`config.mk`:
```
export PLATFORM = sky130hd
export DESIGN_NAME = afd_dma_fifo
export DESIGN_NICKNAME = d
export VERILOG_FILES = /design/src/rtl/afd_pkg.sv /design/src/rtl/afd_rst_sync.sv /design/src/rtl/afd_fifo.sv /design/src/rtl/afd_req_gate.sv /design/src/rtl/afd_dma_fifo.sv
export SDC_FILE = /design/constraint.sdc
export NUM_CORES = 1
export LEC_CHECK = 0
export CAP_MARGIN = 20
export CORE_MARGIN = 5
export CORE_UTILIZATION = 40
export CTS_BUF_LIST = sky130_fd_sc_hd__clkbuf_8
export CTS_CLUSTER_SIZE = 28
export DETAILED_ROUTE_END_ITERATION = 8
export GPL_ROUTABILITY_DRIVEN = 0
export SYNTH_ARGS = -nofsm -noshare
export SYNTH_HDL_FRONTEND = slang
export SYNTH_HIERARCHICAL = 1
export SYNTH_SLANG_ARGS = --single-unit
```
`constraint.sdc`:
```
create_clock -name clk -period 1.6 [get_ports clk]
set_input_delay 0.16 -clock clk [delete_from_list [all_inputs] [get_ports clk]]
set_output_delay 0.16 -clock clk [all_outputs]
set_load 0.05 [all_outputs]
```
`src/rtl/afd_pkg.sv`:
```
package afd_pkg;
  typedef struct packed {
    logic full;
    logic empty;
    logic ovf;
    logic unf;
  } afd_stat_t;
endpackage

```
`src/rtl/afd_rst_sync.sv`:
```
module afd_rst_sync #(
  parameter int STAGES = 2
) (
  input  logic clk,
  input  logic rst_n,
  output logic rst_n_sync
);
  logic [STAGES-1:0] sh_q;
  logic [STAGES-1:0] sh_d;

  always_comb sh_d = {sh_q[STAGES-2:0], 1'b1};

  always_ff @(posedge clk or negedge rst_n) begin
    if (!rst_n) sh_q <= '0;
    else        sh_q <= sh_d;
  end

  assign rst_n_sync = sh_q[STAGES-1];
endmodule

```
`src/rtl/afd_fifo.sv`:
```
module afd_fifo
  import afd_pkg::*;
#(
  parameter int W     = 32,
  parameter int DEPTH = 16,
  localparam int CW   = $clog2(DEPTH + 1),
  localparam int PW   = (DEPTH > 1) ? $clog2(DEPTH) : 1
) (
  input  logic          clk,
  input  logic          rst_n,
  input  logic          push,
  input  logic [W-1:0]  push_data,
  input  logic          pop,
  output logic [W-1:0]  head,
  output afd_stat_t     stat,
  output logic [CW-1:0] cnt_nxt
);
  logic [W-1:0]  mem [DEPTH];
  logic [CW-1:0] cnt_q;
  logic [PW-1:0] wp_q, rp_q, wp_d, rp_d;
  logic          ovf_q, unf_q, ovf_d, unf_d;
  logic          full, empty, do_push, do_pop;

  always_comb begin
    full    = (cnt_q == CW'(DEPTH));
    empty   = (cnt_q == '0);
    do_push = push && !full;
    do_pop  = pop && !empty;
    wp_d    = wp_q;
    rp_d    = rp_q;
    cnt_nxt = cnt_q;
    if (do_push) begin
      wp_d    = (wp_q == PW'(DEPTH - 1)) ? '0 : wp_q + 1'b1;
      cnt_nxt = cnt_nxt + 1'b1;
    end
    if (do_pop) begin
      rp_d    = (rp_q == PW'(DEPTH - 1)) ? '0 : rp_q + 1'b1;
      cnt_nxt = cnt_nxt - 1'b1;
    end
    ovf_d = ovf_q | (push && full);
    unf_d = unf_q | (pop && empty);
  end

  always_ff @(posedge clk or negedge rst_n) begin
    if (!rst_n) begin
      cnt_q <= '0;
      wp_q  <= '0;
      rp_q  <= '0;
      ovf_q <= 1'b0;
      unf_q <= 1'b0;
    end else begin
      cnt_q <= cnt_nxt;
      wp_q  <= wp_d;
      rp_q  <= rp_d;
      ovf_q <= ovf_d;
      unf_q <= unf_d;
    end
  end

  always_ff @(posedge clk) begin
    if (do_push) mem[wp_q] <= push_data;
  end

  assign head       = mem[rp_q];
  assign stat.full  = full;
  assign stat.empty = empty;
  assign stat.ovf   = ovf_q;
  assign stat.unf   = unf_q;
endmodule

```
`src/rtl/afd_req_gate.sv`:
```
module afd_req_gate #(
  parameter int DEPTH = 16,
  parameter bit IS_TX = 1'b1,
  localparam int CW   = $clog2(DEPTH + 1)
) (
  input  logic          clk,
  input  logic          rst_n,
  input  logic          en,
  input  logic [CW-1:0] cnt_nxt,
  output logic          req
);
  logic ready, req_d, req_q;

  generate
    if (IS_TX) begin : g_room
      assign ready = (cnt_nxt != CW'(DEPTH));
    end else begin : g_data
      assign ready = (cnt_nxt != '0);
    end
  endgenerate

  always_comb req_d = en && ready;

  always_ff @(posedge clk or negedge rst_n) begin
    if (!rst_n) req_q <= 1'b0;
    else        req_q <= req_d;
  end

  assign req = req_q;
endmodule

```
`src/rtl/afd_dma_fifo.sv`:
```
module afd_dma_fifo
  import afd_pkg::*;
#(
  parameter int W     = 32,
  parameter int DEPTH = 16,
  localparam int CW   = $clog2(DEPTH + 1)
) (
  input  logic         clk,
  input  logic         rst_n,
  input  logic         tx_dma_en,
  input  logic         rx_dma_en,
  output logic         tx_dreq,
  input  logic         tx_dack,
  input  logic [W-1:0] tx_dwdata,
  output logic         rx_dreq,
  input  logic         rx_dack,
  output logic [W-1:0] rx_drdata,
  input  logic         eng_tx_pop,
  output logic [W-1:0] eng_tx_data,
  input  logic         eng_rx_push,
  input  logic [W-1:0] eng_rx_data,
  output logic         tx_empty,
  output logic         tx_full,
  output logic         rx_empty,
  output logic         rx_full,
  output logic         tx_ovf,
  output logic         tx_unf,
  output logic         rx_ovf,
  output logic         rx_unf
);
  logic          rst_n_i;
  afd_stat_t     tx_st, rx_st;
  logic [CW-1:0] tx_cnt_nxt, rx_cnt_nxt;

  afd_rst_sync #(.STAGES(2)) u_rst (
    .clk(clk), .rst_n(rst_n), .rst_n_sync(rst_n_i)
  );

  afd_fifo #(.W(W), .DEPTH(DEPTH)) u_tx_fifo (
    .clk(clk), .rst_n(rst_n_i),
    .push(tx_dack), .push_data(tx_dwdata), .pop(eng_tx_pop),
    .head(eng_tx_data), .stat(tx_st), .cnt_nxt(tx_cnt_nxt)
  );

  afd_fifo #(.W(W), .DEPTH(DEPTH)) u_rx_fifo (
    .clk(clk), .rst_n(rst_n_i),
    .push(eng_rx_push), .push_data(eng_rx_data), .pop(rx_dack),
    .head(rx_drdata), .stat(rx_st), .cnt_nxt(rx_cnt_nxt)
  );

  afd_req_gate #(.DEPTH(DEPTH), .IS_TX(1'b1)) u_tx_req (
    .clk(clk), .rst_n(rst_n_i), .en(tx_dma_en), .cnt_nxt(tx_cnt_nxt), .req(tx_dreq)
  );

  afd_req_gate #(.DEPTH(DEPTH), .IS_TX(1'b0)) u_rx_req (
    .clk(clk), .rst_n(rst_n_i), .en(rx_dma_en), .cnt_nxt(rx_cnt_nxt), .req(rx_dreq)
  );

  assign tx_empty = tx_st.empty;
  assign tx_full  = tx_st.full;
  assign tx_ovf   = tx_st.ovf;
  assign tx_unf   = tx_st.unf;
  assign rx_empty = rx_st.empty;
  assign rx_full  = rx_st.full;
  assign rx_ovf   = rx_st.ovf;
  assign rx_unf   = rx_st.unf;
endmodule

```
=== After elaboration in Yosys (flattened, before gate mapping) ===
Memory sizes are Yosys's and may differ from the RTL's.
Index checks and enable logic that the tools add are counted.

* Add/subtract/negate cells: 8
* Equality and inequality tests: 7
* Muxes and demuxes: 12
* Bitwise logic cells: 4
* Reductions and logical operators: 17

{| class="wikitable"
|+ Operator list
! cell !! number
|-
| $mux 5 || 4
|-
| $add 4x1->4 const B || 4
|-
| $eq 4x4->1 const B || 4
|-
| $mux 4 || 4
|-
| $add 5x1->5 const B || 2
|-
| $eq 5x5->1 const B || 2
|-
| $logic_and 1x1->1 || 10
|-
| $logic_not 5->1 || 2
|-
| $sub 5x1->5 const B || 2
|-
| $ne 5x5->1 const B || 1
|-
| $reduce_bool 5->1 || 1
|-
| $logic_not 1->1 || 4
|-
| $mux 1 || 4
|-
| $or 1x1->1 || 4
|}

* Bits in registers: 34
* Bits in writable memories: 1024
* Input port bits: 72
* Memories: 2

{| class="wikitable"
|+ Memories
! name !! words !! width !! read ports !! clocked after Yosys merged registers in !! wr ports !! RTL line !! source
|-
| u_rx_fifo.mem || 16 || 32 || 1 || 0 || 1 || afd_fifo.sv:18 || <nowiki>logic [W-1:0] mem [DEPTH];</nowiki>
|-
| u_tx_fifo.mem || 16 || 32 || 1 || 0 || 1 || afd_fifo.sv:18 ||
|}

=== Depth between registers and ports, before layout ===
Gate-level depths: netlist of the first run.

* Depth after elaboration: 8
* Gate-level depth with buffers: 12
* Depth with buffers taken out: 11

=== Cells and area by module ===
Netlist of the first run, hierarchy kept.

{| class="wikitable"
|+ By module, submodules not included
! module !! instances !! cells each !! area each (µm²) !! sequential area each (µm²)
|-
| afd_fifo || 2 || 886 || 20131.8 || 15750.1
|-
| afd_rst_sync || 1 || 3 || 53.8 || 50.0
|-
| afd_req_gate (u_rx_req) || 1 || 3 || 40.0 || 25.0
|-
| afd_req_gate (u_tx_req) || 1 || 3 || 38.8 || 25.0
|}

=== Worst setup path before layout of the first run ===
OpenSTA, ideal clock, no wires.

* Path kind: reg2reg
* Start: register u_rx_fifo.cnt_q[0]
* End: register u_rx_req.req_q, in the netlist u_rx_req/req
* Library setup time: 0.119 ns
* Arrival time: 2.519 ns
* Slack: -1.038 ns
* Stages on the path, launching flop included: 13
* Cells stage by stage: dfrtp_1 -> inv_1 -> ha_1 -> nand4bb_1 -> clkbuf_2 -> nand2_1 -> mux2i_1 -> ha_1 -> nand3_1 -> nor3_1 -> xnor2_1 -> or4_1 -> o21a_1

* Cells in the longest elaborated chain, start to end: 8

{| class="wikitable"
|+ Ends and longest elaborated chain
! what !! RTL line !! source
|-
| start, declared || afd_fifo.sv:19 || <nowiki>logic [CW-1:0] cnt_q;</nowiki>
|-
| start signal, assigned || afd_fifo.sv:52 || <nowiki>cnt_q <= cnt_nxt;</nowiki>
|-
| branches (longest 5 deep; another with $add 5x1->5) || -- ||
|-
| $mux 5 (*) || afd_fifo.sv:36 || <nowiki>if (do_pop) begin</nowiki>
|-
| via rx_cnt_nxt[4] || afd_dma_fifo.sv:33 || <nowiki>logic [CW-1:0] tx_cnt_nxt, rx_cnt_nxt;</nowiki>
|-
| $reduce_bool 5->1 (*) || afd_req_gate.sv:18 || <nowiki>assign ready = (cnt_nxt != '0);</nowiki>
|-
| $logic_and 1x1->1 (*) || afd_req_gate.sv:22 || <nowiki>always_comb req_d = en && ready;</nowiki>
|-
| via u_rx_req.req_d || afd_req_gate.sv:12 || <nowiki>logic ready, req_d, req_q;</nowiki>
|-
| end signal, assigned || afd_req_gate.sv:26 || <nowiki>else req_q <= req_d;</nowiki>
|-
| end, declared || afd_req_gate.sv:12 ||
|}

Mark *: on every way through the listed nets, which the timed path passes.
A chain may end at the register's enable or synchronous reset.

=== Final worst setup path of the first run ===
* Start: register u_rx_fifo.rp_q[0]
* End: output rx_drdata[6]

* Cells in the longest elaborated chain, start to end: 1

{| class="wikitable"
|+ Ends and longest elaborated chain
! what !! RTL line !! source
|-
| start, declared || afd_fifo.sv:20 || <nowiki>logic [PW-1:0] wp_q, rp_q, wp_d, rp_d;</nowiki>
|-
| start signal, assigned || afd_fifo.sv:54 || <nowiki>rp_q <= rp_d;</nowiki>
|-
| $mem_v2 16x32 || -- ||
|-
| end, declared || afd_dma_fifo.sv:17 || <nowiki>output logic [W-1:0] rx_drdata,</nowiki>
|}

Every way passes these cells.

==> results of run 1 <==
worst min-delay path, delay by kind of cell:
kind / cells / cell delay (ns)
AOI/OAI and AO/OA: 1 / 0.16
buffers and inverters: 2 / 0.56
layer usage:
layer  share of wire (%)  track usage [%]  wire (um)  vias up
met5               0.021                0         21        -
li1                    -                -          -     8768
met1                  41             24.3      41000    11000
met2                  51             31.3      51300      594
met3                 5.4             3.95       5410      131
met4                 2.1             5.36       2110        4
cells by family after synthesis:
group / after synthesis
AND/OR/NAND/NOR: 146
adder cells (fa/ha/maj): 16
buffers and inverters: 116
XOR/XNOR: 18
other: 1
multiplexers: 264
AO/OA/AOI/OAI: 162
flip-flops: 1058
placed cells by master (no fill, tap or decap), drive strengths merged, types with 5 or more instances in the layout:
master / n
ha: 16
o21ai: 6
and2: 26
nand3: 10
buf: 412
edfxtp: 1024
diode: 5
xor2: 6
clkinv: 63
dfrtp: 34
inv: 72
nand2: 70
mux4: 256
bufinv: 12
a21o: 8
and3: 10
clkinvlp: 6
clkbuf: 189
clkdlybuf4s50: 71
a22oi: 128
xnor2: 12
power by group:
part | total, mW | switching (mW) | leakage (nW) | internal (mW)
Sequential | 34.3 | 0.972 | 9.65 | 33.3
Clock | 23.2 | 10.8 | 1.93 | 12.4
Combinational | 44.3 | 23.6 | 6.26 | 20.7
Total | 102 | 35.4 | 17.8 | 66.3
how the worst max path moves through the flow:
stage                                        from                     end  slack (ns)  cells past startpoint
floorplan            u_rx_fifo/cnt_q[0]$_DFF_PN0_  u_rx_req/req$_DFF_PN0_       -0.86                     12
global placement     u_rx_fifo/cnt_q[1]$_DFF_PN0_  u_rx_req/req$_DFF_PN0_       -0.98                     11
detailed placement   u_rx_fifo/cnt_q[0]$_DFF_PN0_  u_rx_req/req$_DFF_PN0_       -1.03                     11
CTS                 u_rx_fifo/rp_q[0]$_DFFE_PN0P_           rx_drdata[15]       -1.43                      7
global route        u_rx_fifo/rp_q[0]$_DFFE_PN0P_           rx_drdata[10]       -1.42                      7
finish              u_rx_fifo/rp_q[0]$_DFFE_PN0P_            rx_drdata[6]       -1.30                      7
timing repair:
action | in CTS | in global routing
hold buffers | 4 | 0
cloned | 22 | 12
resized for setup | 150 | 46
pin swaps | 72 | 41
setup endpoints to repair | 1124 | 1127
buffers inserted | 51 | 28
endpoints found under the hold margin | 4 | 0
state kept, by name, summed over array words and instances, names as in the netlist:
| signal | cells |
|---|---|
| u_rx_fifo/cnt_q | 5 |
| u_rx_fifo/ovf_q | 1 |
| u_tx_fifo/mem | 512 |
| u_rx_fifo/mem | 512 |
| u_tx_fifo/unf_q | 1 |
| u_rx_req/req | 1 |
| u_rx_fifo/unf_q | 1 |
| u_tx_fifo/cnt_q | 5 |
| u_rx_fifo/rp_q | 4 |
| u_rx_fifo/wp_q | 4 |
| u_tx_fifo/rp_q | 4 |
| u_rst/sh_q | 2 |
| u_tx_req/req | 1 |
| u_tx_fifo/ovf_q | 1 |
| u_tx_fifo/wp_q | 4 |
per-stage QoR:
stage / util [%] / cell area, um2
finish: 53.3 / 53400
global route: 53.3 / 53400
CTS: 52.8 / 52900
detailed placement: 47.6 / 47700
global placement: 47.6 / 47700
floorplan: - / 42000
area by class of cell:
cell class	count	area share [%]
sequential	1058	59.2
multi-input combinational	607	18.2
timing repair buffer	501	13.0
clock buffer	178	4.59
tap	1298	3.04
clock inverter	141	1.82
inverter	12	0.115
antenna	5	0.0234
==> summary.md, run 1 <==
| Metric | Value |
|---|---|
| Largest net degree at the start of global routing | `37` |
| Synth Area in Compound Gates | `under 10%` |
| Vias per cell | `between 5 and 6` |
| Cells on worst reg2reg path | `11` |
| Vias | `around 20000` |
| Setup Total Neg Slack | `-619.56 ns` |
| DP Cell Count | `between 3000 and 4000` |
| Synth top area share | `approximately three quarters` |
| DR DRC count | `0` |
| Die height | `328 um` |
| 1st-pass router iterations | `5` |
| Max FO, Critical Path | `8` |
| Ys flop type | `edfxtp_1` |
| Main combinational cell family by area after synthesis | `multiplexers` |
| Area contributors post-synth | `edfxtp_1 (76%), mux4_2 (14%), a22oi_1 (2.4%)` |
| Hold Path Class | `input port to flip-flop` |
| Std-Cell Rows | `between 100 and 150` |
| Worst setup EP type | `output pin` |
| Xor/xnor share of the synthesized area | `less than 1%` |
| RR Startpoint | `u_rx_fifo/cnt_q[0]$_DFF_PN0_` |
| First-pass GRT wire length | `around 150000 um` |
| Seq/Total Area, Yosys | `78.2%` |
| Tcrit/Tclk final | `181%` |
| All-Layer GR Usage | `approximately 18%` |
| Final net count | `2443` |
| CP Class | `flip-flop to output pin` |
| Synth Area per Inst | `22.7 um2` |
| Final Max Slew Viols | `0` |
| Worst R2R End | `u_rx_req/req$_DFF_PN0_` |
| Clk_skew | `0.0399 ns` |
| H-Tree Depth | `4` |
| Root buf cell | `clkbuf_8` |
| Post-synthesis net count | `1869` |
| Synthesized flop and latch total | `approximately 1100` |
| Number of global-route vias before repair | `22000` |
| Commonest cells post-synth | `edfxtp_1 (1024), mux4_2 (256), a22oi_1 (128)` |
| Multi-input logic area | `~0.0097 mm2` |
| CP Launch Type | `flip-flop` |
| Worst stage delay on the critical path | `between 0.5 and 0.6 ns` |
| Final min period | `2.90 ns` |
| Post-synthesis cell area | `about 0.040 mm2` |
| Fin worst setup slack | `-1.30 ns` |
| Synth area leader | `edfxtp_1` |
| WL per Instance | `26.3 um` |
| Clk sinks | `~1100` |
| Cells along the critical path | `buf_12 > buf_16 > buf_12 > mux4_2 > a22oi_2 > nand2_4 > buf_6` |
| FILL cells | `between 7000 and 8000` |
| RSZ-0062 raised after global routing | `true` |
| Max_cap viols | `0` |
| Crit path DAT | `between 2 and 3 ns` |
| Syn. warnings | `6` |
| Die footprint | `roughly 0.11 mm2` |
| Failing checks | `setup timing` |
| Most used cell, CP | `buf_12` |
| 1st-iter DRT viols | `around 1500` |
| Min Hold Slack | `0.109 ns` |
| Dpl ws | `-1.03 ns` |
| Relative slew margins | `between 50% and 60%` |
| Share of layout cells above drive strength 1 | `a little under half` |
| Initial antenna violation count | `8` |
| Post-synth EDFFs | `a little over 1000` |
| CTS tree | `done` |
| Storage element area | `~0.032 mm2` |
| Slowest-stage cell, CP | `mux4_2` |
| Post-synth ARST share | `~3.2%` |
| Status | `finished with violations` |
| Slew @ Worst Pin | `~0.65 ns` |
| Worst-path clk slew | `0.05 ns` |
| Cell Count, Final, Fillers Out | `3800` |
| Cts bufs inserted | `~180` |
| Core Region | `0.100 mm2` |
| Leak | `approximately 18 nW` |
| Worst hold path stage count | `3` |
| GRT overflow | `0` |
| Netlist cell types | `45` |
| Most common cell in the synthesized netlist | `edfxtp_1` |
| Final hold violations | `0` |
| Worst path buffer plus inverter count | `4` |
| CP top delay family | `buffers and inverters` |
| DIE WIDTH | `about 330 um` |
| Hold_sp | `eng_rx_push` |
| Mux contribution to synthesized area | `around 14%` |
| Clk_lat worst skew | `a little over 0.8 ns` |
| Final total power | `~100 mW` |
| Syn Inst Count | `~1800` |
| Clock Tree Buf Depth | `3` |
| Hold path endpoint | `u_rx_fifo/ovf_q$_DFF_PN0_` |
| Syn-to-layout area delta | `32.2%` |
| Setup Viol. Count Final | `approximately 1100` |
| Routed WL | `roughly 100000 um` |
| DRT antenna net count | `0` |
| Synth Area in Adders | `0.496%` |
| Post-DP HPWL | `approximately 60000 um` |
| R2R Setup Slk | `-0.89 ns` |
| VDD IR max | `0.00182 V` |
| Req. time, crit path | `1.44 ns` |
| PwrDens | `about 1900 mW/mm2` |
| Post-synthesis simple-gate area fraction | `between 1.5 and 2%` |
| Initial core utilization | `40.3%` |
| IO buf count | `roughly 150` |
| IO Count | `between 100 and 150` |
| Highest clock rate | `roughly 350 MHz` |
Note: power is estimated with default switching activity, not from simulation.
==> inputs of run 2 (changes only) <==
==> constraint.sdc (replaced) <==
create_clock -name clk -period 1.6 [get_ports clk]
set_input_delay 0.32 -clock clk [delete_from_list [all_inputs] [get_ports clk]]
set_output_delay 0.32 -clock clk [all_outputs]
set_load 0.05 [all_outputs]
==> summary.md, run 2 (same netlist as run 1, synthesis figures left out) <==
| Metric | Value |
|---|---|
| Max FO, Critical Path | `6 (-2)` |
| Final hold violations | `0 (unchanged)` |
| Syn-to-layout area delta | `30.3%` |
| 1st-pass router iterations | `5 (unchanged)` |
| Failing checks | `setup timing` |
| Post-DP HPWL | `59900 um (+0.45%)` |
| Worst-path clk slew | `0.06 ns (about the same)` |
| Die height | `328 um (unchanged)` |
| Std-Cell Rows | `116 (unchanged)` |
| Share of layout cells above drive strength 1 | `47.5% (-0.070 points)` |
| Relative slew margins | `58.4% (+1.9 points)` |
| Worst setup EP type | `output pin` |
| Fin worst setup slack | `-1.44 ns (-0.140 ns)` |
| Die footprint | `0.107 mm2 (unchanged)` |
| DIE WIDTH | `328 um (unchanged)` |
| VDD IR max | `0.00245 V (+35%)` |
| Final net count | `2428 (-0.61%)` |
| IO Count | `146 (unchanged)` |
| Initial core utilization | `40.3% (unchanged)` |
| Req. time, crit path | `1.28 ns (-0.16 ns)` |
| Tcrit/Tclk final | `190% (+8.8 points)` |
| DRT antenna net count | `0 (unchanged)` |
| Largest net degree at the start of global routing | `30 (-19%)` |
| Slowest-stage cell, CP | `dfrtp_4` |
| 1st-iter DRT viols | `1379 (-5.2%)` |
| Hold Path Class | `input port to flip-flop` |
| CP Launch Type | `flip-flop` |
| Crit path DAT | `2.72 ns (-0.02 ns)` |
| First-pass GRT wire length | `141000 um (-3.7%)` |
| All-Layer GR Usage | `17.7% (-0.79 points)` |
| Worst stage delay on the critical path | `0.51 ns (about the same)` |
| Clk_lat worst skew | `0.84 ns (about the same)` |
| IO buf count | `145 (unchanged)` |
| Most common cell after layout, fill and taps aside | `edfxtp_1` |
| Multi-input logic area | `0.00974 mm2 (+0.24%)` |
| Cell Count, Final, Fillers Out | `3768 (-0.84%)` |
| FILL cells | `7699 (+0.60%)` |
| Setup Viol. Count Final | `1123 (+0.54%)` |
| CP Class | `flip-flop to output pin` |
| Min Hold Slack | `0.110 ns (+0.000916 ns)` |
| Vias | `20300 (-0.77%)` |
| Clk_skew | `0.0599 ns (+0.0200 ns)` |
| Final total power | `99.6 mW (-2.1%)` |
| Most used cell, CP | `buf_12` |
| Slew @ Worst Pin | `0.622 ns (-0.0290 ns)` |
| Clk sinks | `1058 (unchanged)` |
| Initial antenna violation count | `5 (-3)` |
| Core Region | `0.100 mm2 (unchanged)` |
| Max_cap viols | `0 (unchanged)` |
| Number of global-route vias before repair | `22100 (+0.61%)` |
| Cells along the critical path | `buf_12 > buf_12 > mux4_2 > a22oi_2 > nand2_4 > buf_6` |
| WL per Instance | `25.6 um (-2.6%)` |
| Worst hold path stage count | `2 (-1)` |
| Root buf cell | `clkbuf_8` |
| DR DRC count | `0 (unchanged)` |
| Hold path endpoint | `u_rx_req/req$_DFF_PN0_` |
| R2R Setup Slk | `-0.94 ns (-0.05 ns)` |
| Hold_sp | `rx_dma_en` |
| GRT overflow | `0 (unchanged)` |
| Clock Tree Buf Depth | `3 (unchanged)` |
| H-Tree Depth | `4 (unchanged)` |
| Final Max Slew Viols | `0 (unchanged)` |
| Cells on worst reg2reg path | `10 (-1)` |
| PwrDens | `1890 mW/mm2 (-0.69%)` |
| Most frequent cells in the layout | `edfxtp_1 (1024), mux4_2 (256), clkbuf_8 (176)` |
| CTS tree | `done` |
| Cts bufs inserted | `174 (-0.57%)` |
| RR Startpoint | `u_rx_fifo/cnt_q[1]$_DFF_PN0_` |
| Storage element area | `0.0316 mm2 (unchanged)` |
| Routed WL | `96500 um (-3.4%)` |
| Final min period | `3.04 ns (+0.140 ns)` |
| Setup Total Neg Slack | `-562.04 ns (+57.52 ns)` |
| Leak | `17.5 nW (-1.8%)` |
| RSZ-0062 raised after global routing | `true` |
| Worst R2R End | `u_rx_req/req$_DFF_PN0_` |
| Top Registers | `u_rx_fifo/mem (512), u_tx_fifo/mem (512)` |
| DP Cell Count | `3395 (+0.77%)` |
| Status | `finished with violations` |
| Vias per cell | `5.39 (about the same)` |
| Highest clock rate | `329 MHz (-4.6%)` |
## run 2: what timing repair did
| item | CTS | global route |
|---|---|---|
| gates resized for setup | 105 | 78 |
| hold endpoints to repair | 3 | 0 |
| buffers inserted | 28 | 17 |
| pin swaps | 59 | 61 |
| cloned | 5 | 19 |
| hold buffers | 2 | 0 |
| setup endpoints to repair | 1122 | 1123 |
## run 2: how the worst max path moves through the flow
| stage | startpoint | end | slack (ns) |
|---|---|---|---|
| floorplan | u_rx_fifo/cnt_q[0]$_DFF_PN0_ | u_rx_req/req$_DFF_PN0_ | -0.86 |
| global placement | u_rx_fifo/cnt_q[1]$_DFF_PN0_ | u_rx_req/req$_DFF_PN0_ | -0.98 |
| detailed placement | u_rx_fifo/cnt_q[1]$_DFF_PN0_ | u_rx_req/req$_DFF_PN0_ | -1.11 |
| CTS | u_rx_fifo/rp_q[0]$_DFFE_PN0P_ | rx_drdata[25] | -1.57 |
| global route | u_rx_fifo/rp_q[0]$_DFFE_PN0P_ | rx_drdata[4] | -1.58 |
| finish | u_rx_fifo/rp_q[0]$_DFFE_PN0P_ | rx_drdata[27] | -1.44 |
## run 2: area by class of cell
type                            count  share of cell area (%)
Sequential cell                  1058                    60.1
Tap cell                         1298                    3.08
Timing Repair Buffer              487                    12.1
Antenna cell                        3                  0.0143
Clock buffer                      176                    4.60
Clock inverter                    127                    1.56
Multi-Input combinational cell    607                    18.5
Inverter                           12                   0.124
## run 2: critical path: cells and delay by family, from the launching register on
| kind | cells | cell delay, ns |
|---|---|---|
| flip-flops | 1 | 0.51 |
| multiplexers | 1 | 0.50 |
| AND/OR/NAND/NOR | 1 | 0.12 |
| AO/OA/AOI/OAI | 1 | 0.29 |
| buffers and inverters | 3 | 0.47 |
## run 2: stage by stage
| stage | utilization, % | area (um2) | setup slack [ns] |
|---|---|---|---|
| floorplan | - | 42000 | -0.857 |
| global placement | 47.7 | 47700 | -0.981 |
| detailed placement | 47.7 | 47700 | -1.11 |
| CTS | 51.7 | 51800 | -1.57 |
| global route | 52.6 | 52600 | -1.58 |
| finish | 52.6 | 52600 | -1.44 |
## run 2: power breakdown
group	switching [mW]	internal [mW]	leakage (nW)	total, mW
Sequential	1.14	33.3	9.65	34.4
Combinational	23.1	19.8	6.04	42.9
Clock	10.8	11.5	1.83	22.3
Total	35.0	64.6	17.5	99.6
## run 2: routing by layer
metal | up-vias | share of wire (%) | track usage, %
met3 | 149 | 5.8 | 3.95
met1 | 10800 | 40 | 22.4
met5 | - | 0 | 0
li1 | 8716 | - | -
met4 | 0 | 2.2 | 5.14
met2 | 602 | 52 | 30.8
